==> src/rtl/ssp_pkg.sv <==
package ssp_pkg;

  typedef enum logic [1:0] {
    ST_IDLE  = 2'd0,
    ST_ARMED = 2'd1,
    ST_SHIFT = 2'd2,
    ST_FREE  = 2'd3
  } ssp_state_e;

  // state taken after the last bit of a byte
  function automatic ssp_state_e after_byte(input logic ext);
    return ext ? ST_ARMED : ST_IDLE;
  endfunction

  // free-running clock is chosen only with the internal source and pin field 00
  function automatic logic free_run_sel(input logic ext, input logic [1:0] pin);
    return !ext && (pin == 2'b00);
  endfunction

  // position of the next received bit in the shift register
  function automatic logic [7:0] shift_in8(input logic [7:0] cur, input logic b);
    return {cur[6:0], b};
  endfunction

endpackage

==> src/rtl/ssp_clkgen.sv <==
module ssp_clkgen #(
  parameter int HALF_DIV = 4
) (
  input  logic clk,
  input  logic rst_n,
  input  logic run,
  output logic sck,
  output logic fall_ev,
  output logic rise_ev
);
  localparam int DIV_W = (HALF_DIV > 1) ? $clog2(HALF_DIV) : 1;
  localparam logic [DIV_W-1:0] DIV_LAST = DIV_W'(HALF_DIV - 1);

  logic [DIV_W-1:0] div_q;
  logic             tick;

  assign tick    = run && (div_q == DIV_LAST);
  assign fall_ev = tick && sck;
  assign rise_ev = tick && !sck;

  always_ff @(posedge clk or negedge rst_n) begin
    if (!rst_n) begin
      div_q <= '0;
      sck   <= 1'b1;
    end else if (!run) begin
      div_q <= '0;
      sck   <= 1'b1;
    end else if (tick) begin
      div_q <= '0;
      sck   <= ~sck;
    end else begin
      div_q <= div_q + DIV_W'(1);
    end
  end


  stop_high_chk: assert property (@(posedge clk) disable iff (!rst_n)
    !run |=> sck);

endmodule

==> src/rtl/ssp_edge_sync.sv <==
module ssp_edge_sync #(
  parameter int STAGES = 2
) (
  input  logic clk,
  input  logic rst_n,
  input  logic pin,
  output logic fall_o,
  output logic rise_o
);
  logic [STAGES-1:0] chain_q;
  logic              prev_q;

  for (genvar g = 0; g < STAGES; g++) begin : g_sync
    always_ff @(posedge clk or negedge rst_n) begin
      if (!rst_n)  chain_q[g] <= 1'b1;
      else if (g == 0) chain_q[g] <= pin;
      else         chain_q[g] <= chain_q[(g > 0) ? g - 1 : 0];
    end
  end

  always_ff @(posedge clk or negedge rst_n) begin
    if (!rst_n) prev_q <= 1'b1;
    else        prev_q <= chain_q[STAGES-1];
  end

  assign fall_o = prev_q && !chain_q[STAGES-1];
  assign rise_o = !prev_q && chain_q[STAGES-1];


  edge_excl_chk: assert property (@(posedge clk) disable iff (!rst_n)
    fall_o |=> !fall_o);

endmodule

==> src/rtl/ssp_shifter.sv <==
module ssp_shifter import ssp_pkg::*; #(
  parameter int DATA_W = 8
) (
  input  logic              clk,
  input  logic              rst_n,
  input  logic              load_ev,
  input  logic              drive_ev,
  input  logic              sample_ev,
  input  logic              byte_done,
  input  logic [DATA_W-1:0] tx_data,
  input  logic              si,
  output logic              so_bit,
  output logic [DATA_W-1:0] rx_data
);
  logic [DATA_W-1:0] sh_q;
  logic [DATA_W-1:0] sh_next;

  assign sh_next = {sh_q[DATA_W-2:0], si};

  always_ff @(posedge clk or negedge rst_n) begin
    if (!rst_n) begin
      sh_q    <= '0;
      so_bit  <= 1'b0;
      rx_data <= '0;
    end else begin
      if (load_ev)        sh_q <= tx_data;
      else if (sample_ev) sh_q <= sh_next;
      if (drive_ev)       so_bit <= sh_q[DATA_W-1];
      if (byte_done)      rx_data <= sh_next;
    end
  end


  load_sample_chk: assert property (@(posedge clk) disable iff (!rst_n)
    byte_done |=> (rx_data == sh_q));

endmodule

==> src/rtl/ssp_ctrl.sv <==
module ssp_ctrl import ssp_pkg::*; #(
  parameter int         DATA_W   = 8,
  parameter logic [1:0] PIN_INIT = 2'b01
) (
  input  logic       clk,
  input  logic       rst_n,
  input  logic       mode_wr,
  input  logic       mode_ext,
  input  logic [1:0] mode_pin,
  input  logic       start,
  input  logic       irq_clr,
  input  logic       fall_ev,
  input  logic       rise_ev,
  output ssp_state_e state,
  output logic       ext_mode,
  output logic       drive_ev,
  output logic       sample_ev,
  output logic       load_ev,
  output logic       byte_done,
  output logic       irq
);
  localparam int CNT_W = $clog2(DATA_W);
  localparam logic [CNT_W-1:0] CNT_LAST = CNT_W'(DATA_W - 1);

  ssp_state_e       st_d;
  logic [CNT_W-1:0] cnt_q, cnt_d;
  logic [1:0]       pin_q;
  logic             exit_ev;

  always_comb begin
    st_d      = state;
    cnt_d     = cnt_q;
    drive_ev  = 1'b0;
    sample_ev = 1'b0;
    load_ev   = 1'b0;
    byte_done = 1'b0;
    exit_ev   = 1'b0;
    if (mode_wr) begin
      st_d    = ST_IDLE;
      cnt_d   = '0;
      exit_ev = (state == ST_SHIFT);
    end else begin
      case (state)
        ST_IDLE: if (start) begin
          st_d    = ST_ARMED;
          load_ev = 1'b1;
        end
        ST_ARMED: begin
          if (start) load_ev = 1'b1;
          else if (fall_ev) begin
            if (free_run_sel(ext_mode, pin_q)) st_d = ST_FREE;
            else begin
              st_d     = ST_SHIFT;
              drive_ev = 1'b1;
            end
          end
        end
        ST_SHIFT: begin
          if (start) begin
            st_d    = ST_ARMED;
            load_ev = 1'b1;
            cnt_d   = '0;
            exit_ev = 1'b1;
          end else if (rise_ev) begin
            sample_ev = 1'b1;
            if (cnt_q == CNT_LAST) begin
              cnt_d     = '0;
              st_d      = after_byte(ext_mode);
              byte_done = 1'b1;
              exit_ev   = 1'b1;
            end else begin
              cnt_d = cnt_q + CNT_W'(1);
            end
          end else if (fall_ev) begin
            drive_ev = 1'b1;
          end
        end
        default: ;
      endcase
    end
  end

  always_ff @(posedge clk or negedge rst_n) begin
    if (!rst_n) begin
      state    <= ST_IDLE;
      cnt_q    <= '0;
      ext_mode <= 1'b0;
      pin_q    <= PIN_INIT;
      irq      <= 1'b0;
    end else begin
      state <= st_d;
      cnt_q <= cnt_d;
      if (mode_wr) begin
        ext_mode <= mode_ext;
        pin_q    <= mode_pin;
      end
      if (exit_ev)      irq <= 1'b1;
      else if (irq_clr) irq <= 1'b0;
    end
  end


  mode_wr_idle_chk: assert property (@(posedge clk) disable iff (!rst_n)
    mode_wr |=> (state == ST_IDLE));


  exit_irq_chk: assert property (@(posedge clk) disable iff (!rst_n)
    (state == ST_SHIFT && st_d != ST_SHIFT) |=> irq);


  byte_next_chk: assert property (@(posedge clk) disable iff (!rst_n)
    byte_done |=> (state == (ext_mode ? ST_ARMED : ST_IDLE)));


  free_int_chk: assert property (@(posedge clk) disable iff (!rst_n)
    (state == ST_FREE) |-> !ext_mode);


  cnt_idle_chk: assert property (@(posedge clk) disable iff (!rst_n)
    (state != ST_SHIFT) |-> (cnt_q == '0));

endmodule

==> src/rtl/ssp_port.sv <==
module ssp_port import ssp_pkg::*; #(
  parameter int DATA_W   = 8,
  parameter int HALF_DIV = 4,
  parameter int STAGES   = 2
) (
  input  logic              clk,
  input  logic              rst_n,
  input  logic              mode_wr,
  input  logic              mode_ext,
  input  logic [1:0]        mode_pin,
  input  logic              start,
  input  logic              irq_clr,
  input  logic              idle_lvl,
  input  logic [DATA_W-1:0] tx_data,
  output logic [DATA_W-1:0] rx_data,
  output logic              irq,
  input  logic              sck_in,
  output logic              sck_out,
  output logic              sck_oe,
  input  logic              si,
  output logic              so
);
  ssp_state_e state;
  logic ext_mode, run;
  logic int_fall, int_rise, ext_fall, ext_rise, fall_ev, rise_ev;
  logic drive_ev, sample_ev, load_ev, byte_done, so_bit;

  assign run     = !ext_mode && (state != ST_IDLE);
  assign fall_ev = ext_mode ? ext_fall : int_fall;
  assign rise_ev = ext_mode ? ext_rise : int_rise;
  assign sck_oe  = !ext_mode;
  assign so      = (state == ST_SHIFT) ? so_bit : idle_lvl;

  ssp_clkgen #(.HALF_DIV(HALF_DIV)) u_clkgen (
    .clk(clk), .rst_n(rst_n), .run(run),
    .sck(sck_out), .fall_ev(int_fall), .rise_ev(int_rise)
  );

  ssp_edge_sync #(.STAGES(STAGES)) u_sync (
    .clk(clk), .rst_n(rst_n), .pin(sck_in),
    .fall_o(ext_fall), .rise_o(ext_rise)
  );

  ssp_ctrl #(.DATA_W(DATA_W)) u_ctrl (
    .clk(clk), .rst_n(rst_n), .mode_wr(mode_wr), .mode_ext(mode_ext),
    .mode_pin(mode_pin), .start(start), .irq_clr(irq_clr),
    .fall_ev(fall_ev), .rise_ev(rise_ev), .state(state), .ext_mode(ext_mode),
    .drive_ev(drive_ev), .sample_ev(sample_ev), .load_ev(load_ev),
    .byte_done(byte_done), .irq(irq)
  );

  ssp_shifter #(.DATA_W(DATA_W)) u_shift (
    .clk(clk), .rst_n(rst_n), .load_ev(load_ev), .drive_ev(drive_ev),
    .sample_ev(sample_ev), .byte_done(byte_done), .tx_data(tx_data),
    .si(si), .so_bit(so_bit), .rx_data(rx_data)
  );


  so_hold_chk: assert property (@(posedge clk) disable iff (!rst_n)
    (state == ST_SHIFT && $past(state) == ST_SHIFT && !$past(drive_ev))
      |-> $stable(so));

endmodule

==> config.mk <==
export PLATFORM = sky130hd
export DESIGN_NAME = ssp_port
export DESIGN_NICKNAME = d
export VERILOG_FILES = /design/src/rtl/ssp_pkg.sv /design/src/rtl/ssp_clkgen.sv /design/src/rtl/ssp_edge_sync.sv /design/src/rtl/ssp_shifter.sv /design/src/rtl/ssp_ctrl.sv /design/src/rtl/ssp_port.sv
export SDC_FILE = /design/constraint.sdc
export NUM_CORES = 1
export LEC_CHECK = 0
export BUFFER_PORTS_ARGS = -buffer_cell sky130_fd_sc_hd__buf_2
export CAP_MARGIN = 20
export CORE_MARGIN = 2
export CORE_UTILIZATION = 54
export CTS_CLUSTER_DIAMETER = 50
export DETAILED_ROUTE_END_ITERATION = 8
export PLACE_DENSITY = 0.8
export SYNTH_ARGS = -nofsm -noshare
export SYNTH_HDL_FRONTEND = slang
export SYNTH_SLANG_ARGS = --single-unit
export TNS_END_PERCENT = 10
==> constraint.sdc <==
create_clock -name clk -period 2.41 [get_ports clk]
set_input_delay 0.1205 -clock clk [delete_from_list [all_inputs] [get_ports clk]]
set_output_delay 0.1205 -clock clk [all_outputs]
set_load 0.05 [all_outputs]
Yosys cells after proc, flatten, opt, wreduce, memory -nomap -nowiden
Cells that the tools add are included.

storage, ports and cells
  bits in registers = 32
  bits of input ports = 19
  output and inout bits = 12
  logic and storage cells = 97

operators by class
  add/subtract/negate cells = 2
  equal/unequal tests = 10
  multiplexer cells = 49
  bitwise operators = 1
  reductions and logical operators = 22

operators by type and width
  operator                                             number
  two-way mux 1 bit                                    31
  two-way mux 2 bit                                    9
  two-way mux 8 bit                                    2
  two-way mux 3 bit                                    5
  != test 3 bit, second input constant                 3
  nonzero test 2 bit                                   4
  logical AND 1 bit                                    7
  one-hot mux 2 bit (3 select lines)                   1
  AND reduction 6 bit                                  1
  equality test 2 bit, second input constant           2
  zero test 1 bit                                      4
  zero test 2 bit                                      2
  != test 4 x 3 -> 1 bit, second input constant        1
  != test 4 bit, second input constant                 1
  nonzero test 4 bit                                   1
  adder 3 x 1 -> 3 bit, second input constant          1
  equality test 3 bit, second input constant           1
  nonzero test 3 bit                                   1
  OR reduction 3 bit                                   1
  adder 2 x 1 -> 2 bit, second input constant          1
  equality test 2 x 1 -> 1 bit, second input constant  1
  != test 2 bit, second input constant                 1
  one-hot mux 1 bit (2 select lines)                   1
  AND reduction 2 bit                                  1
  inverter 1 bit                                       1

Longest topological paths before layout
Gate-level depths: netlist of run 1.

  word-level depth = 11
  depth in mapped cells = 8
  depth with buffers taken out = 7

Cells and area by module
Synthesis of run 1 repeated with hierarchy kept, for this count alone.

unflattened totals
  cell total of the unflattened synthesis = 137
  area total of the unflattened synthesis = 1646.6 µm²

by module, submodules not included
  module         times used  cells an instance  area an instance (µm²)  seq. area each (µm²)
  ssp_shifter    1           53                 740.7                   425.4
  ssp_ctrl       1           61                 615.6                   226.5
  ssp_clkgen     1           11                 133.9                   76.3
  ssp_edge_sync  1           5                  93.8                    78.8
  ssp_port       1           7                  62.6                    0.0

Worst setup path after synthesis of run 1
OpenSTA, ideal clock, no wires.

  path kind = reg-to-reg
  from = reg u_ctrl.state[0]
  to = reg u_ctrl.state[0]
  data arrival time = 1.861 ns
  required time = 2.282 ns
  slack = 0.421 ns
  stages on the path, launching flop included = 8
  buffers on the path = 0
  clock period less this slack = 1.989 ns
  cell sequence = dfrtp_1 -> inv_1 -> ha_1 -> nand2b_4 -> o32ai_4 -> nor4_1 -> nor3_2 -> mux2_1

on the way
  longest elaborated chain between the ends = 7

ends and longest elaborated chain
  element                                                          RTL line                            text
  from (decl)                                                      ssp_ctrl.sv:14                      output ssp_state_e state,
  from (signal assigned)                                           ssp_ctrl.sv:91                      state <= st_d;
  nonzero test 2 bit                                               ssp_port.sv:28                      assign run = !ext_mode && (state != ST_IDLE);
  logical AND 1 bit                                                ssp_port.sv:28
  logical AND 1 bit                                                ssp_clkgen.sv:17                    assign tick = run && (div_q == DIV_LAST);
  logical AND 1 bit (on tied branches)                             ssp_clkgen.sv:19, ssp_clkgen.sv:18
  two-way mux 1 bit (on tied branches)                             ssp_port.sv:30, ssp_port.sv:29
  != test 4 bit (no source line) or != test 3 bit (tied branches)  --
  AND reduction 6 bit (no source line)                             --

Parallel ways exist; a longest one is shown, timed or not.
A chain may end at the register's enable or synchronous reset.

Final worst setup path of run 1
Ends and elaborated chain as after synthesis.

==> summary.md, run 1 <==
| Metric | Value |
|---|---|
| Outcome | `finished, final reports clean` |
| Residual DRC | `0` |
| Die width | `58.35 microns` |
| Clk root buf | `clkbuf_4` |
| Share of layout cells above drive strength 1 | `35.36%` |
| Worst setup SP type | `flip-flop` |
| Initial antenna violation count | `0` |
| Die area | `3405 sq um` |
| Critical path type | `reg2reg` |
| Antenna cells | `0` |
| Rows | `19` |
| Crit-path max cell delay | `0.48 ns` |
| PortBufs | `30` |
| Synth warnings | `0` |
| Area growth syn-to-layout | `24.31%` |
| Crit. Startpoint | `u_ctrl.state[0]` |
| Hold path startpoint | `tx_data[0]` |
| Final std cells w/o fill | `212` |
| Mapped Nets | `161` |
| Fin crit share | `94.47%` |
| Post-synth EDFFs | `0` |
| Worst-path clk slew | `0.09 ns` |
| IO Count | `31` |
| CP Capture Type | `flip-flop` |
| Vias per cell | `5.656` |
| RSZ-0062 raised after global routing | `no` |
| Post-CTS Setup Bufs | `0` |
| Longest Clk Path Bufs | `2` |
| Final TNS setup | `0 ns` |
| Die Ht | `58.35 microns` |
| Nets | `207` |
| CP arrival | `2.49 ns` |
| Dominant synthesized flop cell | `dfrtp_1` |
| Critical Path, Cell by Cell | `inv_1, ha_1, nand2b_4, o32ai_4, nor4_1, nor3_2, mux2_1` |
| Wirelength per Cell | `15.55 microns` |
| Post-route ant nets | `0` |
| Drt first-iter violations | `46` |
| Max stage delay cell, worst path | `o32ai_4` |
| Starting Density | `57.35%` |
| Slew margin rel. | `53.11%` |
| Maximum capacitance violations | `0` |
| Yosys reg bits | `32` |
| Seq/Total Area, Yosys | `50.59%` |
| Worst R2R Start | `u_ctrl.state[0]` |
| Storage element area | `807.0 sq um` |
| Area of the core | `2781 sq um` |
| Worst Hold Path EP | `u_shift.sh_q[0]` |
| Delay-heaviest family, CP | `simple AND/OR/NAND/NOR gates` |
| First-pass GRT wire length | `5630 microns` |
| Synth Instances | `134` |
| Async SR Flop Fraction | `100.0%` |
| Clk sinks | `32` |
| Fillers | `204` |
| RR Endpoint | `u_ctrl.state[0]` |
| FF-to-FF path depth | `7` |
| Leakage power | `1.013 nW` |
| HPWL after DPL | `2225 microns` |
| Most frequent cells in the layout | `buf_2 (30), dfrtp_1 (27), mux2_2 (13), o21ai_0 (13)` |
| Vias in the first global route | `1221` |
| Largest net degree at the start of global routing | `33` |
| Total GRT Usage | `22.95%` |
| WL final | `3296 microns` |
| Mapped Avg Cell Area | `11.91 sq um` |
| Worst Tran Pin Value | `0.7033 ns` |
| Final worst path period need | `2.277 ns` |
| GRT Residual Overflow | `0` |
| CP required | `2.63 ns` |
| H-tree depth | `2` |
| Worst-Skew Late Latency | `0.33 ns` |
| Max FO, Critical Path | `9` |
| Reg-to-reg slack, setup | `0.13 ns` |
| Hold Path Stages | `3` |
| Drt first pass iters | `5` |
| Dpl cells | `192` |
| CTS Buf Count | `5` |
| CTS tree | `built` |
| Fmax | `439.2 MHz` |
| Vias | `1199` |
| Synthesized cell area | `1595 sq um` |
| GPL Wtd Cong | `0.8986` |
| IR drop worst, VDD | `0.0007525 V` |
| Pwr Density | `783.8 nW/um^2` |
| Crit path buf inv count | `1` |
| Hold WC Path Type | `in2reg` |
| Hold Vio Cnt, Final | `0` |
| Commonest non-fill, non-tap cell in the layout | `buf_2` |
| Synth cell types | `37` |
| Multi-input logic area | `734.5 sq um` |
| Final setup fails | `0` |
| Final slew viol count | `0` |
| Worst Skew | `0.008104 ns` |
per-stage QoR:
stage / worst slack [ns] / power (W) / utilization (%) / instance area (sq um) / hold WS [ns]
finish: 0.1332 / 0.001554 / 71.30 / 1983 / 0.01794
global route: 0.04180 / 0.001648 / 71.30 / 1983 / 0.003293
CTS: 0.1580 / 0.001564 / 70.94 / 1973 / 0.008239
detailed placement: 0.1782 / 0.001087 / 63.56 / 1768 / 0.2079
global placement: 0.3188 / 0.001053 / 63.56 / 1768 / 0.1964
floorplan: 0.4213 / 0.0009742 / - / 1595 / -0.1751
cells in the mapped netlist (all sizes together), types with 2 or more instances:
cell    number  area share [%]
inv          8             1.9
ha           8             6.3
clkbuf       2            0.47
mux2i       10             6.3
o22ai        2            0.78
nand2       12             2.8
nor3         4             1.6
nor2         4            0.94
dfstp        5             8.2
o21ai       13             4.1
nor4         2            0.78
buf          2             1.0
nand2b       3             1.6
mux2        14             9.9
nand4        2             1.7
dfrtp       27              42
layout make-up:
cell class              count  share of cell area [%]
repair buffers             43                   14.01
multi-input cells          90                   37.03
flip-flops and latches     32                   40.69
inverters                   8                   1.514
clock buffers               7                   3.281
well taps                  31                   1.956
clock inverters             1                   1.514
cells by family (layout without fill, tap and decap cells):
kind of cell / Yosys count / after routing / share of synthesized area [%]
fa+ha+maj: 8 / 8 / 6.275
compound gates: 23 / 23 / 9.805
flops: 32 / 32 / 50.59
buf+inv: 12 / 59 / 3.372
xor+xnor: 1 / 1 / 0.5491
simple gates: 34 / 34 / 13.26
mux: 24 / 24 / 16.16
worst max path at each step:
| stage | endpoint | slack [ns] | cells past startpoint |
|---|---|---|---|
| after floorplan | u_ctrl.state[0] | 0.42 | 7 |
| after global placement | u_ctrl.state[0] | 0.32 | 7 |
| after detailed placement | u_ctrl.state[0] | 0.18 | 7 |
| after CTS | u_ctrl.state[0] | 0.16 | 7 |
| after global routing | u_ctrl.state[0] | 0.04 | 7 |
| final | u_ctrl.state[0] | 0.13 | 7 |
power breakdown:
part           leakage [nW]  internal (W)  switching (W)
registers             0.409      0.000618      0.0000639
clock network        0.0515      0.000275       0.000179
logic                 0.553      0.000173       0.000245
sequential cells by signal, indices dropped and copies added, names as in the netlist:
signal,cells
u_sync.chain_q,2
u_shift.sh_q,8
u_ctrl.state,2
u_shift.rx_data,8
u_shift.so_bit,1
u_clkgen.sck,1
u_ctrl.irq,1
u_sync.prev_q,1
u_ctrl.cnt_q,3
u_ctrl.ext_mode,1
u_clkgen.div_q,2
u_ctrl.pin_q,2
worst reg2reg max path: stages, from the launching register on:
cell      delay, ns
dfrtp_1        0.43
inv_1          0.09
ha_1           0.28
nand2b_4       0.19
o32ai_4        0.48
nor4_1         0.15
nor3_2         0.21
mux2_1         0.34
repair_timing:
item / CTS / global route
hold endpoints to repair: 37 / 1
gates resized for setup: 0 / 0
hold buffers: 11 / 1
setup endpoints to repair: 0 / 0
routing by layer:
| metal | track usage [%] | part of all wire, % | routed length, microns |
|---|---|---|---|
| met2 | 36.76 | 51 | 1679 |
| met1 | 28.07 | 40 | 1327 |
| met4 | 9.967 | 4.5 | 148 |
| met3 | 8.132 | 4.3 | 141 |
| met5 | 0 | 0 | 0 |
(Power assumes the default switching activity.)
==> run 2: changes to the inputs <==
--- a/config.mk
+++ b/config.mk
@@ -5,6 +5,7 @@
 export SDC_FILE = /design/constraint.sdc
 export NUM_CORES = 1
 export LEC_CHECK = 0
+export ABC_AREA = 1
 export BUFFER_PORTS_ARGS = -buffer_cell sky130_fd_sc_hd__buf_2
 export CAP_MARGIN = 20
 export CORE_MARGIN = 2
@@ -12,6 +13,7 @@
 export CTS_CLUSTER_DIAMETER = 50
 export DETAILED_ROUTE_END_ITERATION = 8
 export PLACE_DENSITY = 0.8
+export SKIP_CTS_REPAIR_TIMING = 1
 export SYNTH_ARGS = -nofsm -noshare
 export SYNTH_HDL_FRONTEND = slang
 export SYNTH_SLANG_ARGS = --single-unit
==> run 2 against run 1 <==
  * The flow now finishes with violations (hold timing)
  * Global-route usage shrank 1.7 points
  * Critical path depth decreased by 1
  * Register-to-register slack improved by 0.52 ns
  * Worst setup slack improved by 0.44 ns
  * Highest routed layer unchanged
  * Clock power shrank 24%
  * Sequential share of layout area increased by 0.76 points
  * Non-clock buffer count is 8 lower
==> summary.md, run 2 <==
| Metric | Value |
|---|---|
| Residual DRC | `0 (unchanged)` |
| Sw frac | `35.62% (was 31.38%)` |
| Vias in the first global route | `1322 (was 1221)` |
| Seq/Total Area, Yosys | `48.31% (was 50.59%)` |
| Crit-path max cell delay | `0.43 ns (was 0.48 ns)` |
| Starting Density | `55.63% (was 57.35%)` |
| Leakage power | `1.062 nW (was 1.013 nW)` |
| CTS Buf Count | `5 (unchanged)` |
| Outcome | `finished with violations (was finished, final reports clean)` |
| Psw | `0.0005238 W (was 0.0004877 W)` |
| Sequential share of power | `46.5% (was 43.9%)` |
| Fin crit share | `76.30% (was 94.47%)` |
| Fin Hold WS | `-0.002803 ns (was 0.01794 ns)` |
| GPL Wtd Cong | `0.9665 (was 0.8986)` |
| Failing checks | `hold timing` |
| Dominant synthesized flop cell | `dfrtp_1 (unchanged)` |
| Hold Vio Cnt, Final | `2 (was 0)` |
| CP arrival | `1.72 ns (was 2.49 ns)` |
| Clk sinks | `32 (unchanged)` |
| WL final | `3313 microns (was 3296 microns)` |
| Drt first pass iters | `4 (was 5)` |
| Worst-path clk slew | `0.10 ns (was 0.09 ns)` |
| Combinational power share | `29.9% (was 26.9%)` |
| CP Capture Type | `primary output (was flip-flop)` |
| Mapped Avg Cell Area | `8.791 sq um (was 11.91 sq um)` |
| Cell internal pwr | `0.0009469 W (was 0.001067 W)` |
| Wirelength per Cell | `12.60 microns (was 15.55 microns)` |
| Worst setup SP type | `flip-flop (unchanged)` |
| Final worst path period need | `1.839 ns (was 2.277 ns)` |
| IR drop worst, VDD | `0.0004186 V (was 0.0007525 V)` |
| Top cells by area, synth | `dfrtp_1 (40%), nand2_1 (14%), dfstp_2 (7.9%) (was dfrtp_1 (42%), mux2_2 (9.2%), dfstp_2 (8.2%))` |
| Vias | `1381 (was 1199)` |
| Pwr Density | `755.5 nW/um^2 (was 783.8 nW/um^2)` |
| Reg-to-reg slack, setup | `0.65 ns (was 0.13 ns)` |
| Commonest non-fill, non-tap cell in the layout | `nand2_1 (was buf_2)` |
| Area of the core | `3003 sq um (was 2781 sq um)` |
| GRT Residual Overflow | `0 (unchanged)` |
| HPWL after DPL | `2427 microns (was 2225 microns)` |
| Post-route worst setup slack | `0.5713 ns (was 0.1332 ns)` |
| Dpl ws | `0.6414 ns (was 0.1782 ns)` |
| CTS tree | `built (unchanged)` |
| Nets | `256 (was 207)` |
| Worst Hold Path EP | `u_shift.sh_q[0] (unchanged)` |
| Synth Instances | `190 (was 134)` |
| Final slew viol count | `0 (unchanged)` |
| Antenna cells | `0 (unchanged)` |
| Die Ht | `59.62 microns (was 58.35 microns)` |
| First-pass GRT wire length | `5623 microns (was 5630 microns)` |
| Post-synth EDFFs | `0 (unchanged)` |
| Tot Pwr | `0.001471 W (was 0.001554 W)` |
| Largest net degree at the start of global routing | `33 (unchanged)` |
| IO Count | `31 (unchanged)` |
| Max FO, Critical Path | `5 (was 9)` |
| Synthesized cell area | `1670 sq um (was 1595 sq um)` |
| Async SR Flop Fraction | `100.0% (unchanged)` |
| Drt first-iter violations | `61 (was 46)` |
| PortBufs | `30 (unchanged)` |
| Maximum capacitance violations | `0 (unchanged)` |
| Initial antenna violation count | `0 (unchanged)` |
| Most frequent cells in the layout | `nand2_1 (61), buf_2 (30), dfrtp_1 (27) (was buf_2 (30), dfrtp_1 (27), mux2_2 (13), o21ai_0 (13))` |
| H-tree depth | `2 (unchanged)` |
| Most frequent cell after synthesis | `nand2_1 (was dfrtp_1)` |
| Commonest cells in the netlist | `nand2_1 (61), dfrtp_1 (27), inv_1 (17) (was dfrtp_1 (27), mux2_2 (13), o21ai_0 (13))` |
| RR Endpoint | `u_shift.rx_data[6] (was u_ctrl.state[0])` |
| Hold WC Path Type | `in2reg (unchanged)` |
| Longest Clk Path Bufs | `2 (unchanged)` |
| Clock Power Share | `23.6% (was 29.2%)` |
| Clk root buf | `clkbuf_4 (unchanged)` |
| Yosys reg bits | `32 (unchanged)` |
| Total GRT Usage | `21.21% (was 22.95%)` |
| RSZ-0062 raised after global routing | `no (unchanged)` |
| Mapped Nets | `217 (was 161)` |
| Area growth syn-to-layout | `16.55% (was 24.31%)` |
| Rows | `20 (was 19)` |
| Synth warnings | `0 (unchanged)` |
| Final TNS setup | `0 ns (unchanged)` |
| Fillers | `274 (was 204)` |
| Slew margin rel. | `54.43% (was 53.11%)` |
| Critical Path, Cell by Cell | `inv_1, ha_1, inv_1, nand2_1, nand2_1, buf_2 (was inv_1, ha_1, nand2b_4, o32ai_4, nor4_1, nor3_2, mux2_1)` |
| Hold path startpoint | `tx_data[0] (unchanged)` |
| Largest registers | `u_shift.rx_data (8), u_shift.sh_q (8), u_ctrl.cnt_q (3) (unchanged)` |
| Post-synth top area share | `40.45% (was 42.35%)` |
| Worst Tran Pin Value | `0.6835 ns (was 0.7033 ns)` |
| Yosys top cell by area | `dfrtp_1 (unchanged)` |
| Vias per cell | `5.251 (was 5.656)` |
| Fmax | `543.9 MHz (was 439.2 MHz)` |
| Worst R2R Start | `u_ctrl.state[0] (unchanged)` |
| Critical path type | `reg2out (was reg2reg)` |
| Final setup fails | `0 (unchanged)` |
| Hold Path Stages | `3 (unchanged)` |
| Share of layout cells above drive strength 1 | `23.91% (was 35.36%)` |
| Worst Skew | `0.01547 ns (was 0.008104 ns)` |
| Post-route ant nets | `0 (unchanged)` |
| FF-to-FF path depth | `9 (was 7)` |
| CP required | `2.29 ns (was 2.63 ns)` |
| Synth cell types | `26 (was 37)` |
| Die area | `3554 sq um (was 3405 sq um)` |
| Worst-Skew Late Latency | `0.34 ns (was 0.33 ns)` |
| Max stage delay cell, worst path | `dfrtp_1 (was o32ai_4)` |
| Die width | `59.62 microns (was 58.35 microns)` |
-- run 2: cell count changes after synthesis, sizes merged, moves of 2 or more --
cell | previous run | this run
nand2b | 3 | 0
nand3 | 1 | 14
clkbuf | 2 | 0
mux2 | 14 | 0
inv | 8 | 21
nor2 | 4 | 14
nand4 | 2 | 6
nand2 | 12 | 64
mux2i | 10 | 0
nor4 | 2 | 0
o21a | 0 | 3
-- run 2: kinds of logic (layout without fill, tap and decap cells) --
logic type / count (synthesis) / in the layout / synth area share (%)
simple gates: 103 / 103 / 30.26
flops: 32 / 32 / 48.31
buf+inv: 24 / 64 / 7.191
compound gates: 23 / 23 / 8.240
fa+ha+maj: 8 / 8 / 5.993
-- run 2: critical path, delay by kind of cell (launching register included) --
| family | cells | cell delay [ns] |
|---|---|---|
| buffers and inverters | 3 | 0.56 |
| AND/OR/NAND/NOR | 2 | 0.14 |
| flip-flops | 1 | 0.43 |
| adder cells (fa/ha/maj) | 1 | 0.26 |
-- run 2: power by group through the flow --
stage               registers (W)  clock network (W)  logic, W
floorplan                0.000708                  0  0.000308
finish                   0.000684           0.000347  0.000440
global route             0.000697           0.000377  0.000502
global placement         0.000691                  0  0.000423
CTS                      0.000684           0.000352  0.000438
detailed placement       0.000695                  0  0.000429
-- run 2: layout make-up --
cell class | instances | area [sq um] | area share [%]
Inverter | 21 | 86.33 | 4.434
Tap cell | 33 | 41.29 | 2.121
Timing Repair Buffer | 35 | 200.2 | 10.28
Sequential cell | 32 | 807.0 | 41.45
Multi-Input combinational cell | 134 | 743.2 | 38.17
Clock buffer | 8 | 68.82 | 3.535
-- run 2: how the worst max path moves through the flow --
stage	startpoint	end	slack, ns
2_1_floorplan	u_ctrl.state[0]	u_shift.rx_data[2]	0.83
3_3_place_gp	u_ctrl.state[0]	u_shift.rx_data[2]	0.72
3_5_place_dp	u_ctrl.state[0]	u_shift.rx_data[4]	0.64
4_1_cts	u_ctrl.state[0]	so	0.55
5_1_grt	u_ctrl.state[0]	so	0.41
6_report	u_ctrl.state[0]	so	0.57
-- run 2: through the flow --
stage                     hold slack, ns  utilization, %  area [sq um]  cells
after CTS                        -0.1635           63.17          1897    258
final                          -0.002803           64.83          1947    263
after floorplan                  -0.1751               -          1670    190
after global placement            0.2060           60.88          1828    250
after global routing            0.001609           64.83          1947    263
after detailed placement          0.1987           60.88          1828    250
-- run 2: metal layers --
metal | track usage [%] | up-vias | share of wire, % | wire length, microns
met3 | 5.459 | 7 | 5.0 | 165
met5 | 0 | - | 0 | 0
li1 | - | 696 | - | -
met2 | 34.85 | 33 | 46 | 1530
met1 | 27.38 | 645 | 47 | 1570
met4 | 6.984 | 0 | 1.4 | 46
